$ cat src/rtl/spf_pkg.sv
package spf_pkg;

  typedef enum logic [1:0] {
    ST_PLAN,
    ST_REQ,
    ST_RESP
  } spf_state_e;

  typedef struct packed {
    logic loadCfg;
    logic planBurst;
    logic reqFire;
    logic writeWord;
    logic nextSeg;
    logic commit;
  } spf_strobe_t;

endpackage

$ cat src/rtl/spf_datapath.sv
module spf_datapath
  import spf_pkg::*;
#(
  parameter int DATA_W     = 32,
  parameter int ADDR_W     = 32,
  parameter int DEPTH_LOG2 = 4,
  parameter int CNT_W      = 16
) (
  input  logic                  clk,
  input  logic                  rstN,
  input  spf_strobe_t           strb,
  input  logic [ADDR_W-1:0]     cfgAddr,
  input  logic [CNT_W-1:0]      cfgWords,
  input  logic                  popReq,
  input  logic [DATA_W-1:0]     memRspData,
  output logic [DATA_W-1:0]     popData,
  output logic                  popEmpty,
  output logic                  done,
  output logic [ADDR_W-1:0]     memReqAddr,
  output logic [DEPTH_LOG2:0]   memReqLen,
  output logic                  wordsLeftZero,
  output logic                  burstZero,
  output logic                  lastWord,
  output logic                  hasSecond
);

  localparam int DEPTH      = 1 << DEPTH_LOG2;
  localparam int IDX_W      = DEPTH_LOG2;
  localparam int PTR_W      = DEPTH_LOG2 + 1;
  localparam int WORD_BYTES = DATA_W / 8;

  logic [DATA_W-1:0] bufRam [DEPTH];

  logic [PTR_W-1:0]  head, tail, wrPtr;
  logic [PTR_W-1:0]  segLen, segLeft, burstRem, burstLen;
  logic [PTR_W-1:0]  freeSpace, toWrap, burst, seg1;
  logic [CNT_W-1:0]  wordsLeft;
  logic [ADDR_W-1:0] srcAddr, reqAddr;
  logic              started;
  logic              popFire;

  // Space left in the ring, distance to its physical end, and burst sizing.
  assign freeSpace = PTR_W'(DEPTH) - (head - tail);
  assign toWrap    = PTR_W'(DEPTH) - {1'b0, head[IDX_W-1:0]};
  assign burst     = (wordsLeft < CNT_W'(freeSpace)) ? wordsLeft[PTR_W-1:0] : freeSpace;
  assign seg1      = (burst < toWrap) ? burst : toWrap;

  assign popEmpty      = (head == tail);
  assign popFire       = popReq && !popEmpty;
  assign popData       = bufRam[tail[IDX_W-1:0]];
  assign wordsLeftZero = (wordsLeft == '0);
  assign burstZero     = (burst == '0);
  assign lastWord      = (segLeft == PTR_W'(1));
  assign hasSecond     = (burstRem != '0);
  assign done          = started && wordsLeftZero && popEmpty;
  assign memReqAddr    = reqAddr;
  assign memReqLen     = segLen;

  always_ff @(posedge clk) begin
    if (strb.writeWord) bufRam[wrPtr[IDX_W-1:0]] <= memRspData;
  end

  always_ff @(posedge clk) begin
    if (!rstN) begin
      head      <= '0;
      tail      <= '0;
      wrPtr     <= '0;
      segLen    <= '0;
      segLeft   <= '0;
      burstRem  <= '0;
      burstLen  <= '0;
      wordsLeft <= '0;
      srcAddr   <= '0;
      reqAddr   <= '0;
      started   <= 1'b0;
    end else begin
      if (strb.loadCfg) begin
        srcAddr   <= cfgAddr;
        wordsLeft <= cfgWords;
        started   <= 1'b1;
      end
      if (strb.planBurst) begin
        reqAddr  <= srcAddr;
        segLen   <= seg1;
        burstRem <= burst - seg1;
        burstLen <= burst;
        wrPtr    <= head;
      end
      if (strb.reqFire) segLeft <= segLen;
      if (strb.writeWord) begin
        wrPtr   <= wrPtr + PTR_W'(1);
        segLeft <= segLeft - PTR_W'(1);
      end
      if (strb.nextSeg) begin
        reqAddr  <= reqAddr + ADDR_W'(segLen) * ADDR_W'(WORD_BYTES);
        segLen   <= burstRem;
        burstRem <= '0;
      end
      if (strb.commit) begin
        head      <= head + burstLen;
        srcAddr   <= srcAddr + ADDR_W'(burstLen) * ADDR_W'(WORD_BYTES);
        wordsLeft <= wordsLeft - CNT_W'(burstLen);
      end
      if (popFire) tail <= tail + PTR_W'(1);
    end
  end

endmodule

$ cat src/rtl/spf_ctrl.sv
module spf_ctrl
  import spf_pkg::*;
(
  input  logic        clk,
  input  logic        rstN,
  input  logic        cfgStart,
  input  logic        wordsLeftZero,
  input  logic        burstZero,
  input  logic        lastWord,
  input  logic        hasSecond,
  input  logic        memReqReady,
  input  logic        memRspValid,
  output spf_strobe_t strb,
  output logic        memReqValid
);

  spf_state_e state, nextState;

  always_comb begin
    strb      = '0;
    nextState = state;
    unique case (state)
      ST_PLAN: begin
        if (cfgStart && wordsLeftZero) begin
          strb.loadCfg = 1'b1;
        end else if (!burstZero) begin
          strb.planBurst = 1'b1;
          nextState      = ST_REQ;
        end
      end
      ST_REQ: begin
        if (memReqReady) begin
          strb.reqFire = 1'b1;
          nextState    = ST_RESP;
        end
      end
      ST_RESP: begin
        if (memRspValid) begin
          strb.writeWord = 1'b1;
          if (lastWord) begin
            if (hasSecond) begin
              strb.nextSeg = 1'b1;
              nextState    = ST_REQ;
            end else begin
              strb.commit = 1'b1;
              nextState   = ST_PLAN;
            end
          end
        end
      end
      default: nextState = ST_PLAN;
    endcase
  end

  assign memReqValid = (state == ST_REQ);

  always_ff @(posedge clk) begin
    if (!rstN) state <= ST_PLAN;
    else       state <= nextState;
  end

endmodule

$ cat src/rtl/stream_prefetch_fifo.sv
module stream_prefetch_fifo
  import spf_pkg::*;
#(
  parameter int DATA_W     = 32,
  parameter int ADDR_W     = 32,
  parameter int DEPTH_LOG2 = 4,
  parameter int CNT_W      = 16
) (
  input  logic                clk,
  input  logic                rstN,
  input  logic                cfgStart,
  input  logic [ADDR_W-1:0]   cfgAddr,
  input  logic [CNT_W-1:0]    cfgWords,
  input  logic                popReq,
  output logic [DATA_W-1:0]   popData,
  output logic                popEmpty,
  output logic                done,
  output logic                memReqValid,
  input  logic                memReqReady,
  output logic [ADDR_W-1:0]   memReqAddr,
  output logic [DEPTH_LOG2:0] memReqLen,
  input  logic                memRspValid,
  input  logic [DATA_W-1:0]   memRspData
);

  spf_strobe_t strb;
  logic        wordsLeftZero, burstZero, lastWord, hasSecond;

  spf_ctrl u_ctrl (
    .clk           (clk),
    .rstN          (rstN),
    .cfgStart      (cfgStart),
    .wordsLeftZero (wordsLeftZero),
    .burstZero     (burstZero),
    .lastWord      (lastWord),
    .hasSecond     (hasSecond),
    .memReqReady   (memReqReady),
    .memRspValid   (memRspValid),
    .strb          (strb),
    .memReqValid   (memReqValid)
  );

  spf_datapath #(
    .DATA_W     (DATA_W),
    .ADDR_W     (ADDR_W),
    .DEPTH_LOG2 (DEPTH_LOG2),
    .CNT_W      (CNT_W)
  ) u_dp (
    .clk           (clk),
    .rstN          (rstN),
    .strb          (strb),
    .cfgAddr       (cfgAddr),
    .cfgWords      (cfgWords),
    .popReq        (popReq),
    .memRspData    (memRspData),
    .popData       (popData),
    .popEmpty      (popEmpty),
    .done          (done),
    .memReqAddr    (memReqAddr),
    .memReqLen     (memReqLen),
    .wordsLeftZero (wordsLeftZero),
    .burstZero     (burstZero),
    .lastWord      (lastWord),
    .hasSecond     (hasSecond)
  );

endmodule

$ cat config.mk
export PLATFORM = sky130hd
export DESIGN_NAME = stream_prefetch_fifo
export DESIGN_NICKNAME = d
export VERILOG_FILES = /design/src/rtl/spf_pkg.sv /design/src/rtl/spf_datapath.sv /design/src/rtl/spf_ctrl.sv /design/src/rtl/stream_prefetch_fifo.sv
export SDC_FILE = /design/constraint.sdc
export NUM_CORES = 1
export LEC_CHECK = 0
export BUFFER_PORTS_ARGS = -buffer_cell sky130_fd_sc_hd__clkbuf_2
export CAP_MARGIN = 30
export CORE_MARGIN = 5
export CORE_UTILIZATION = 40
export CTS_CLUSTER_DIAMETER = 80
export DETAILED_ROUTE_END_ITERATION = 6
export GPL_ROUTABILITY_DRIVEN = 0
export GPL_TIMING_DRIVEN = 0
export HOLD_SLACK_MARGIN = 0.05
export PLACE_DENSITY = 0.58
export SYNTH_ARGS = -nofsm -noshare
export SYNTH_HDL_FRONTEND = slang
export SYNTH_SLANG_ARGS = --single-unit
export TNS_END_PERCENT = 10
$ cat constraint.sdc
create_clock -name clk -period 9.22 [get_ports clk]
set_clock_uncertainty 0.15 [all_clocks]
set_input_delay 1.383 -clock clk [delete_from_list [all_inputs] [get_ports clk]]
set_output_delay 1.383 -clock clk [all_outputs]
set_load 0.05 [all_outputs]
Word-level counts from Yosys, hierarchy flattened --
Memory sizes are Yosys's and may differ from the RTL's. A register that Yosys moved wholly into a read port is not among the register bits. Index checks and enable logic that the tools add are counted. Widths: inputs -> output; s select.
Storage, ports and cells: memories 1, memory bits (writable) 512, register bits 118, logic and storage cells 87, output and inout port bits 72, input bits 86
Operators by class: order comparisons 2, equality and inequality tests 9, add/subtract/negate cells 11, reduce and logical (&&, ||, !) cells 15, bitwise logic cells 1, muxes and demuxes 36
Memories:
- u_dp.bufRam | words 16, width 32, read ports 1, clocked after Yosys merged registers in 1, wr ports 1, RTL line spf_datapath.sv:32 | logic [DATA_W-1:0] bufRam [DEPTH];
Operator list (number):
- $mux 32 | 4
- $add 32x7->32 | 2
- $mux 5 | 8
- $mux 16 | 2
- $logic_not 16->1 | 1
- $lt 16x5->1 | 1
- $sub 16x5->16 | 1
- $mux 2 | 7
- $add 5x1->5 const B | 2
- $mux 1 | 10
- $sub 5x5->5 | 2
- $mux 4 | 2
- $ne 2x2->1 const B | 4
- $reduce_bool 2->1 | 4
- $mux 3 | 2
- $pmux 2 s3 | 1
- $add 5x5->5 | 1
- $eq 5x1->1 const B | 1
- $eq 5x5->1 | 1
- $logic_not 5->1 | 1
- $lt 5x5->1 | 1
- $reduce_and 5->1 | 1
- $reduce_bool 5->1 | 1
- $sub 5x1->5 const B | 1
- 10 further kinds | 13

Longest topological paths before layout --
Gate-level depths: netlist of the first run.
depth after elaboration 10, gate-level depth with buffers 28

Hierarchy --
A second synthesis of the first run with hierarchy kept.
Unflattened totals: cell total of the unflattened synthesis 1643, area, all modules 26636.8 um^2
By module, submodules not included:
- spf_datapath | sequential area each 17757.0 um^2, area each 26482.9 um^2, times used 1, cells each 1626
- spf_ctrl | sequential area each 40.0 um^2, area each 153.9 um^2, times used 1, cells each 17

Least setup slack after synthesis of the first run --
OpenSTA, ideal clock, no wires.
path kind flip-flop to flip-flop, start point reg u_dp.head[1], end point reg u_dp.burstRem[4], setup slack 3.557 ns, arrival 5.434 ns, cell stages (with the launch flop) 27, period minus slack after synthesis 5.663 ns, library setup time 0.079 ns, path buffers 1, cells stage by stage dfxtp_1 -> inv_1 -> ha_1 -> ha_1 -> inv_1 -> fa_1 -> xnor2_1 -> inv_1 -> ha_1 -> nor2_1 -> a2111o_1 -> and3_1 -> buf_6 -> mux2_2 -> ha_1 -> nand2_1 -> o21ai_0 -> nor3_1 -> a211oi_2 -> mux2i_1 -> inv_1 -> fa_1 -> inv_1 -> a21o_1 -> a21oi_1 -> xor2_1 -> a211oi_2
Between the ends: word-level cells in the longest chain between the ends 8, elaborated cells on any way between the ends 12, those cells by class 4 x add/sub; 2 x order compare; 5 x mux; 1 x reduce/logical
Ends and longest elaborated chain:
- start, declared | RTL line spf_datapath.sv:34 | logic [PTR_W-1:0] head, tail, wrPtr;
- start signal, assigned | RTL line spf_datapath.sv:100 | head <= head + burstLen;
- $sub 5x5->5 (*) (2 in series) | RTL line spf_datapath.sv:43 | assign freeSpace = PTR_W'(DEPTH) - (head - tail);
- $lt 16x5->1 | RTL line spf_datapath.sv:45 | assign burst = (wordsLeft < CNT_W'(freeSpace)) ? wordsLeft[PTR_W-1:0] : freeSpace;
- $mux 5 (*) | RTL line spf_datapath.sv:45
- net u_dp.burst[3] | RTL line spf_datapath.sv:36 | logic [PTR_W-1:0] freeSpace, toWrap, burst, seg1;
- parallel branches: the longest is 4 deep, another holds $lt 5x5->1
- end signal, assigned | RTL line spf_datapath.sv:85 | burstRem <= burst - seg1;
- end, declared | RTL line spf_datapath.sv:35 | logic [PTR_W-1:0] segLen, segLeft, burstRem, burstLen;
Mark *: on every way through the listed nets, which the timed path passes. A chain may end at the register's enable or synchronous reset.

Worst setup path after layout of the first run --
Same ends and word-level chain as after synthesis.

==> flow_summary.yaml, run 1 <==
run_status:
  outcome: "finished, final reports clean"
synthesis:
  synthXorXnorAreaFrac_pct: 0.759
  muxShareOfSynthArea_pct: 14.2
  synth-edff-count: 512
  syn_inst: 1643
  synth_seq_cells: 633
  synthAdderAreaFrac_pct: 2.62
  synthArstFlopShare_pct: 0
  synth_area_um2: 26500
  syn_nets: 1781
  yosys.area_share.simple_pct: 6.28
  ys_warn_count: 0
  synth_top_family_by_area: "multiplexers"
  synth_cell_type_count: 71
  synth_seq_area_share_pct: 67.0
  ys.flop_type: "edfxtp_1"
  postSynthAreaPerCell_um2: 16.2
  synth_compound_area_share_pct: 6.79
worst_setup_path:
  crit_top_cell: "inv_1"
  slowest_stage: "a211oi_2"
  path_delay_family: "adder cells"
  path_max_fanout: 10
  required_ns: 9.58
  critical_path.max_stage_delay_ns: 0.54
  start_kind: "register"
  worstSetupStartpoint: "u_dp.head[1]$_SDFFE_PN0P_"
  path_buf_inv: 6
  cp.arrival_ns: 7.06
  reg2reg_from: "u_dp.head[1]$_SDFFE_PN0P_"
  critPathKind: "register to register"
  crit_path_end_kind: "register"
clocking:
  htree_levels: 3
  clock_latency_ns: 0.59
  root_buffer: "clkbuf_16"
  cts_tree: "built"
  post_cts_buffers: 0
  postCtsHoldBufs: 0
  cts-buffers-inserted: 67
  cts_resized: 0
  cts_buffer_depth: 3
  clk_pin_slew_worst_paths_ns: 0.06
  cts_sinks: 633
route:
  antenna_left: 0
  wl_per_cell_um: 24.6
  vias: 16000
  route.detailed.drc: 0
  dr.pass1.iters: 5
  viasPerCell: 5.67
  wirelength_mm: 69.8
  drt_iter0_drc: 1439
sta:
  hold_viol: 0
  drv_slew: 0
  max_slew_margin_pct: 31.9
  min_period_ns: 6.70
  finalCritPeriodShare_pct: 72.7
  tightest_slew_ns: 1.02
  max_freq_ghz: 0.149
  rsz0062_at_grt: "false"
  tns_ns: 0
  setup_viol: 0
floorplanning:
  dieWidth_um: 268
  num_rows: 94
  core_area_um2: 65700
  ios: 158
  die_area_um2: 71600
  dieHeight_um: 268
  initial_core_util_pct: 40.4
place:
  dp.cells: 2709
  hpwlAfterDp_mm: 47.9
  io_buffers: 157
finish:
  drive_above_1_share_pct: 25.6
  fin_cells: 2832
  num-fill-cells: 5544
  nets: 2053
  syn2layout_area_growth_pct: 18.1
  regArea_um2: 17800
  final_common_cell: "edfxtp_1"
  multiInputGateArea_um2: 8260
  final_cell_mix: "edfxtp_1, mux4_2, clkbuf_2, dfxtp_1, a21oi_1"
run:
  maxCapViolations: 0
power:
  comb_power_share_pct: 18.1
  power_density_nw_per_um2: 231
  switchingPower_mw: 2.08
  intPower_mw: 5.15
  peakVddDrop_mv: 0.148
  seqPwrFrac_pct: 45.7
  swShare_pct: 28.7
  p_total_mw: 7.23
  p_clk_share_pct: 36.3
  p_leak_nw: 10.1
global_route:
  grt_max_degree: 22
  antenna_found_initial: 4
  track_usage_pct: 19.3
  grt_pass1_vias: 16300
  grt_pass1_wl_mm: 104
  overflow: 0
hold_path:
  hold_class: "register to register"
  hold_start: "u_dp.srcAddr[1]$_SDFFE_PN0P_"
[Yosys cell counts, types with 4 or more instances]
cell        n  share of area, %
edfxtp_1  512                58
mux4_2    160                14
dfxtp_1   121               9.1
a21oi_1   118               2.2
nand2_1   103               1.5
nor2_1     72               1.0
inv_1      64              0.91
clkbuf_1   56              0.79
ha_1       46               2.2
nand3_1    35              0.66
nor3_1     32              0.60
o211ai_1   20              0.57
o21ai_0    19              0.36
a211oi_1   16              0.45
a31oi_1    16              0.38
xnor2_1    15              0.49
and3_1     14              0.33
buf_1      14              0.20
nand4_1    14              0.33
nor4_1     14              0.33
a21o_1     10              0.28
mux2i_1    10              0.38
a32oi_1     8              0.26
nand2b_1    8              0.19
o21a_1      8              0.23
or4_1       8              0.23
xor2_1      8              0.26
a22oi_1     7              0.20
mux2_2      7              0.30
nor2b_1     7              0.16
o311ai_0    7              0.23
or3_1       7              0.16
a211oi_2    6              0.28
fa_1        6              0.45
a221oi_1    5              0.16
and2_1      5              0.12
buf_6       5              0.21
buf_2       4             0.075
nor3b_1     4              0.11
[power groups by stage]
| stage | clock network (mW) | logic [mW] | registers, mW |
|---|---|---|---|
| global route | 2.80 | 1.41 | 3.31 |
| detailed placement | 0 | 1.31 | 3.36 |
| floorplan | 0 | 0.843 | 3.38 |
| CTS | 2.67 | 1.31 | 3.30 |
| finish | 2.62 | 1.31 | 3.30 |
| global placement | 0 | 1.28 | 3.36 |
[worst reg2reg max path: stages, from the launching register on]
cell,delay (ns)
dfxtp_1,0.46
inv_1,0.17
ha_1,0.34
ha_1,0.17
inv_1,0.06
fa_1,0.43
xnor2_1,0.35
inv_1,0.09
ha_1,0.29
nor2_1,0.04
a2111o_1,0.42
and3_1,0.19
buf_6,0.15
mux2i_1,0.46
ha_1,0.25
a21oi_1,0.06
o21ai_0,0.36
nor3_1,0.11
a211oi_2,0.54
mux2i_1,0.37
inv_1,0.10
fa_1,0.44
inv_1,0.07
a21o_1,0.11
a21oi_1,0.07
xor2_1,0.16
a211oi_2,0.21
[layout make-up]
cell class                 instances  share of cell area, %
clock buffer                      90                   5.79
inverter                          65                  0.778
sequential                       633                   56.8
timing repair buffer             203                   4.77
antenna                            2                 0.0160
buffer                            81                   1.13
tap                              864                   3.45
multi-input combinational        864                   26.3
clock inverter                    30                  0.962
[layer usage]
layer	vias to the layer above	GRT usage [%]	part of all wire (%)
met5	-	0	0.032
met4	4	4.72	2.1
met3	106	4.20	6.7
met2	565	31.4	48
met1	8235	26.9	43
li1	7135	-	-
[cell families (layout without fill, tap and decap cells)]
| group | after synthesis | in the layout |
|---|---|---|
| multiplexers | 177 | 177 |
| other | 0 | 2 |
| adder cells (fa/ha/maj) | 52 | 52 |
| XOR/XNOR | 23 | 23 |
| AO/OA/AOI/OAI | 274 | 274 |
| AND/OR/NAND/NOR | 338 | 338 |
| flip-flops | 633 | 633 |
| buffers and inverters | 146 | 469 |
[state kept, by name, summed over array words and instances, names as in the netlist, named ones only]
name / count
u_dp.started: 1
u_dp.memReqLen: 5
u_dp.wrPtr: 4
u_dp.segLeft: 5
u_dp.srcAddr: 32
u_dp.burstRem: 5
u_dp.head: 5
u_dp.memReqAddr: 32
u_ctrl.state: 2
u_dp.wordsLeft: 16
u_dp.burstLen: 5
u_dp.bufRam: 512
u_dp.tail: 5
[final timing paths]
check	to	slack (ns)	cells after the start
min	u_dp.srcAddr[1]$_SDFFE_PN0P_	0.31	2
max	u_dp.burstRem[4]$_SDFFE_PP0P_	2.52	26
max reg2reg	u_dp.burstRem[4]$_SDFFE_PP0P_	2.52	26
min reg2reg	u_dp.srcAddr[1]$_SDFFE_PN0P_	0.31	2
[stage by stage]
step | cell area (um^2) | hold WS (ns) | worst slack (ns) | util (%)
after detailed placement | 29200 | 0.298 | 2.57 | 44.4
after floorplan | 26500 | 0.282 | 3.56 | -
after CTS | 31300 | 0.311 | 2.52 | 47.7
final | 31400 | 0.315 | 2.52 | 47.7
after global placement | 28400 | 0.297 | 1.18 | 43.2
after global routing | 31400 | 0.325 | 2.12 | 47.7
Note: power is estimated with default switching activity, not from simulation.
==> run 2: changes to the inputs <==
- clock period: 9.22 -> 6.35 ns (I/O delays scaled with it)
==> flow_summary.yaml, run 2 (synthesis results as in run 1) <==
global_route:
  globalRouteMet3Util_pct: 4.20
  grt_pass1_vias: 16300
  overflow: 0
  grtUsageMet2_pct: 31.5
  grt_use_met1_pct: 27.0
  busiest_layer: "met2"
  grt_max_degree: 22
  track_usage_pct: 19.4
  grt_pass1_wl_mm: 104
  antenna_found_initial: 4
route:
  drt_iter0_drc: 1383
  dr.pass1.iters: 5
  wirelength_mm: 69.8
  route.detailed.drc: 0
  viasPerCell: 5.65
  vias: 16000
  wl_per_cell_um: 24.6
  antenna_left: 0
finish:
  num-fill-cells: 5540
  syn2layout_area_growth_pct: 18.3
  finalInstanceArea_um2: 31400
  largest_reg_flops: 512
  final_util_pct: 47.8
  drive_above_1_share_pct: 26.0
  final_cell_mix: "edfxtp_1, mux4_2, clkbuf_2, dfxtp_1, a21oi_1"
  final_common_cell: "edfxtp_1"
  nets: 2055
  multiInputGateArea_um2: 8280
  regArea_um2: 17800
hold_path:
  whs_path_depth: 2
  hold_class: "register to register"
sta:
  min_period_ns: 6.04
  hold_slack_ns: 0.312
  max_freq_ghz: 0.166
  hold_viol: 0
  tightest_slew_ns: 1.01
  setup_viol: 0
  tns_ns: 0
  max_slew_margin_pct: 32.4
  finalCritPeriodShare_pct: 95.1
  drv_slew: 0
  rsz0062_at_grt: "false"
place:
  hpwlAfterDp_mm: 47.9
  io_buffers: 157
  placed_area_um2: 29200
clocking:
  clock_latency_ns: 0.59
  htree_levels: 3
  cts_buffer_depth: 3
  cts_tree: "built"
  root_buffer: "clkbuf_16"
  cts-buffers-inserted: 67
  postCtsHoldBufs: 0
  clk_pin_slew_worst_paths_ns: 0.06
  cts_sinks: 633
floorplanning:
  die_area_um2: 71600
  initial_core_util_pct: 40.4
  ios: 158
  dieHeight_um: 268
  num_rows: 94
  dieWidth_um: 268
  core_area_um2: 65700
worst_setup_path:
  start_kind: "register"
  r2r_slack_ns: 0.31
  crit_top_cell: "ha_1"
  critPathKind: "register to register"
  slowest_stage: "fa_1"
  critical_path.max_stage_delay_ns: 0.46
  path_max_fanout: 10
  required_ns: 6.67
  crit_path_end_kind: "register"
  r2r.worst_path.cells: 26
  cp.arrival_ns: 6.36
power:
  p_leak_nw: 10.1
  power_density_nw_per_um2: 336
  switchingPower_mw: 3.03
  seqPwrFrac_pct: 45.5
  peakVddDrop_mv: 0.213
  p_total_mw: 10.5
  swShare_pct: 28.8
  intPower_mw: 7.50
  comb_power_share_pct: 18.3
  p_clk_share_pct: 36.2
run_status:
  outcome: "finished, final reports clean"
run:
  maxCapViolations: 0
[run 2: critical path, delay by kind of cell, from the launching register on]
| family | cells | cell delay [ns] |
|---|---|---|
| simple gates | 3 | 0.31 |
| compound gates | 7 | 1.51 |
| mux | 2 | 0.54 |
| buf+inv | 6 | 0.70 |
| xor+xnor | 2 | 0.47 |
| fa+ha+maj | 6 | 1.86 |
| flops | 1 | 0.40 |
[run 2: power groups by stage]
| stage | Sequential, mW | Combinational, mW | Clock [mW] |
|---|---|---|---|
| after global routing | 4.81 | 2.08 | 4.06 |
| after global placement | 4.87 | 1.85 | 0 |
| after detailed placement | 4.88 | 1.90 | 0 |
| final | 4.80 | 1.93 | 3.81 |
| after floorplan | 4.91 | 1.22 | 0 |
| after CTS | 4.79 | 1.92 | 3.88 |
[run 2: repair_timing]
action | 4_1_cts | 5_1_grt
setup endpoints to repair | 3 | 3
resized for setup | 2 | 6
pin swaps | 1 | 1
setup buffers | 1 | 1
[run 2: worst paths after layout]
check / startpoint / to
setup / recovery: u_dp.head[1]$_SDFFE_PN0P_ / u_dp.burstRem[4]$_SDFFE_PP0P_
hold / removal: u_dp.srcAddr[0]$_SDFFE_PN0P_ / u_dp.srcAddr[0]$_SDFFE_PN0P_
setup reg to reg: u_dp.head[1]$_SDFFE_PN0P_ / u_dp.burstRem[4]$_SDFFE_PP0P_
hold reg to reg: u_dp.srcAddr[0]$_SDFFE_PN0P_ / u_dp.srcAddr[0]$_SDFFE_PN0P_
[run 2: per-stage QoR]
stage,setup slack (ns),instances
floorplan,0.687,1643
global placement,-1.26,2664
detailed placement,-0.300,2709
CTS,0.0291,2830
global route,0.0117,2833
finish,0.310,2835
[run 2: area by class of cell]
cell class | instances | area share (%)
antenna | 3 | 0.0239
clock buffer | 90 | 5.78
sequential | 633 | 56.7
inverter | 65 | 0.777
tap | 864 | 3.44
buffer | 81 | 1.13
clock inverter | 30 | 0.960
timing repair buffer | 205 | 4.81
multi-input combinational | 864 | 26.4
[run 2: metal layers]
| layer | up-vias | wire length (um) | part of all wire (%) |
|---|---|---|---|
| met5 | - | 22 | 0.032 |
| met4 | 4 | 1490 | 2.1 |
| met3 | 103 | 4630 | 6.6 |
| met2 | 570 | 33800 | 48 |
| met1 | 8199 | 29800 | 43 |
| li1 | 7148 | - | - |
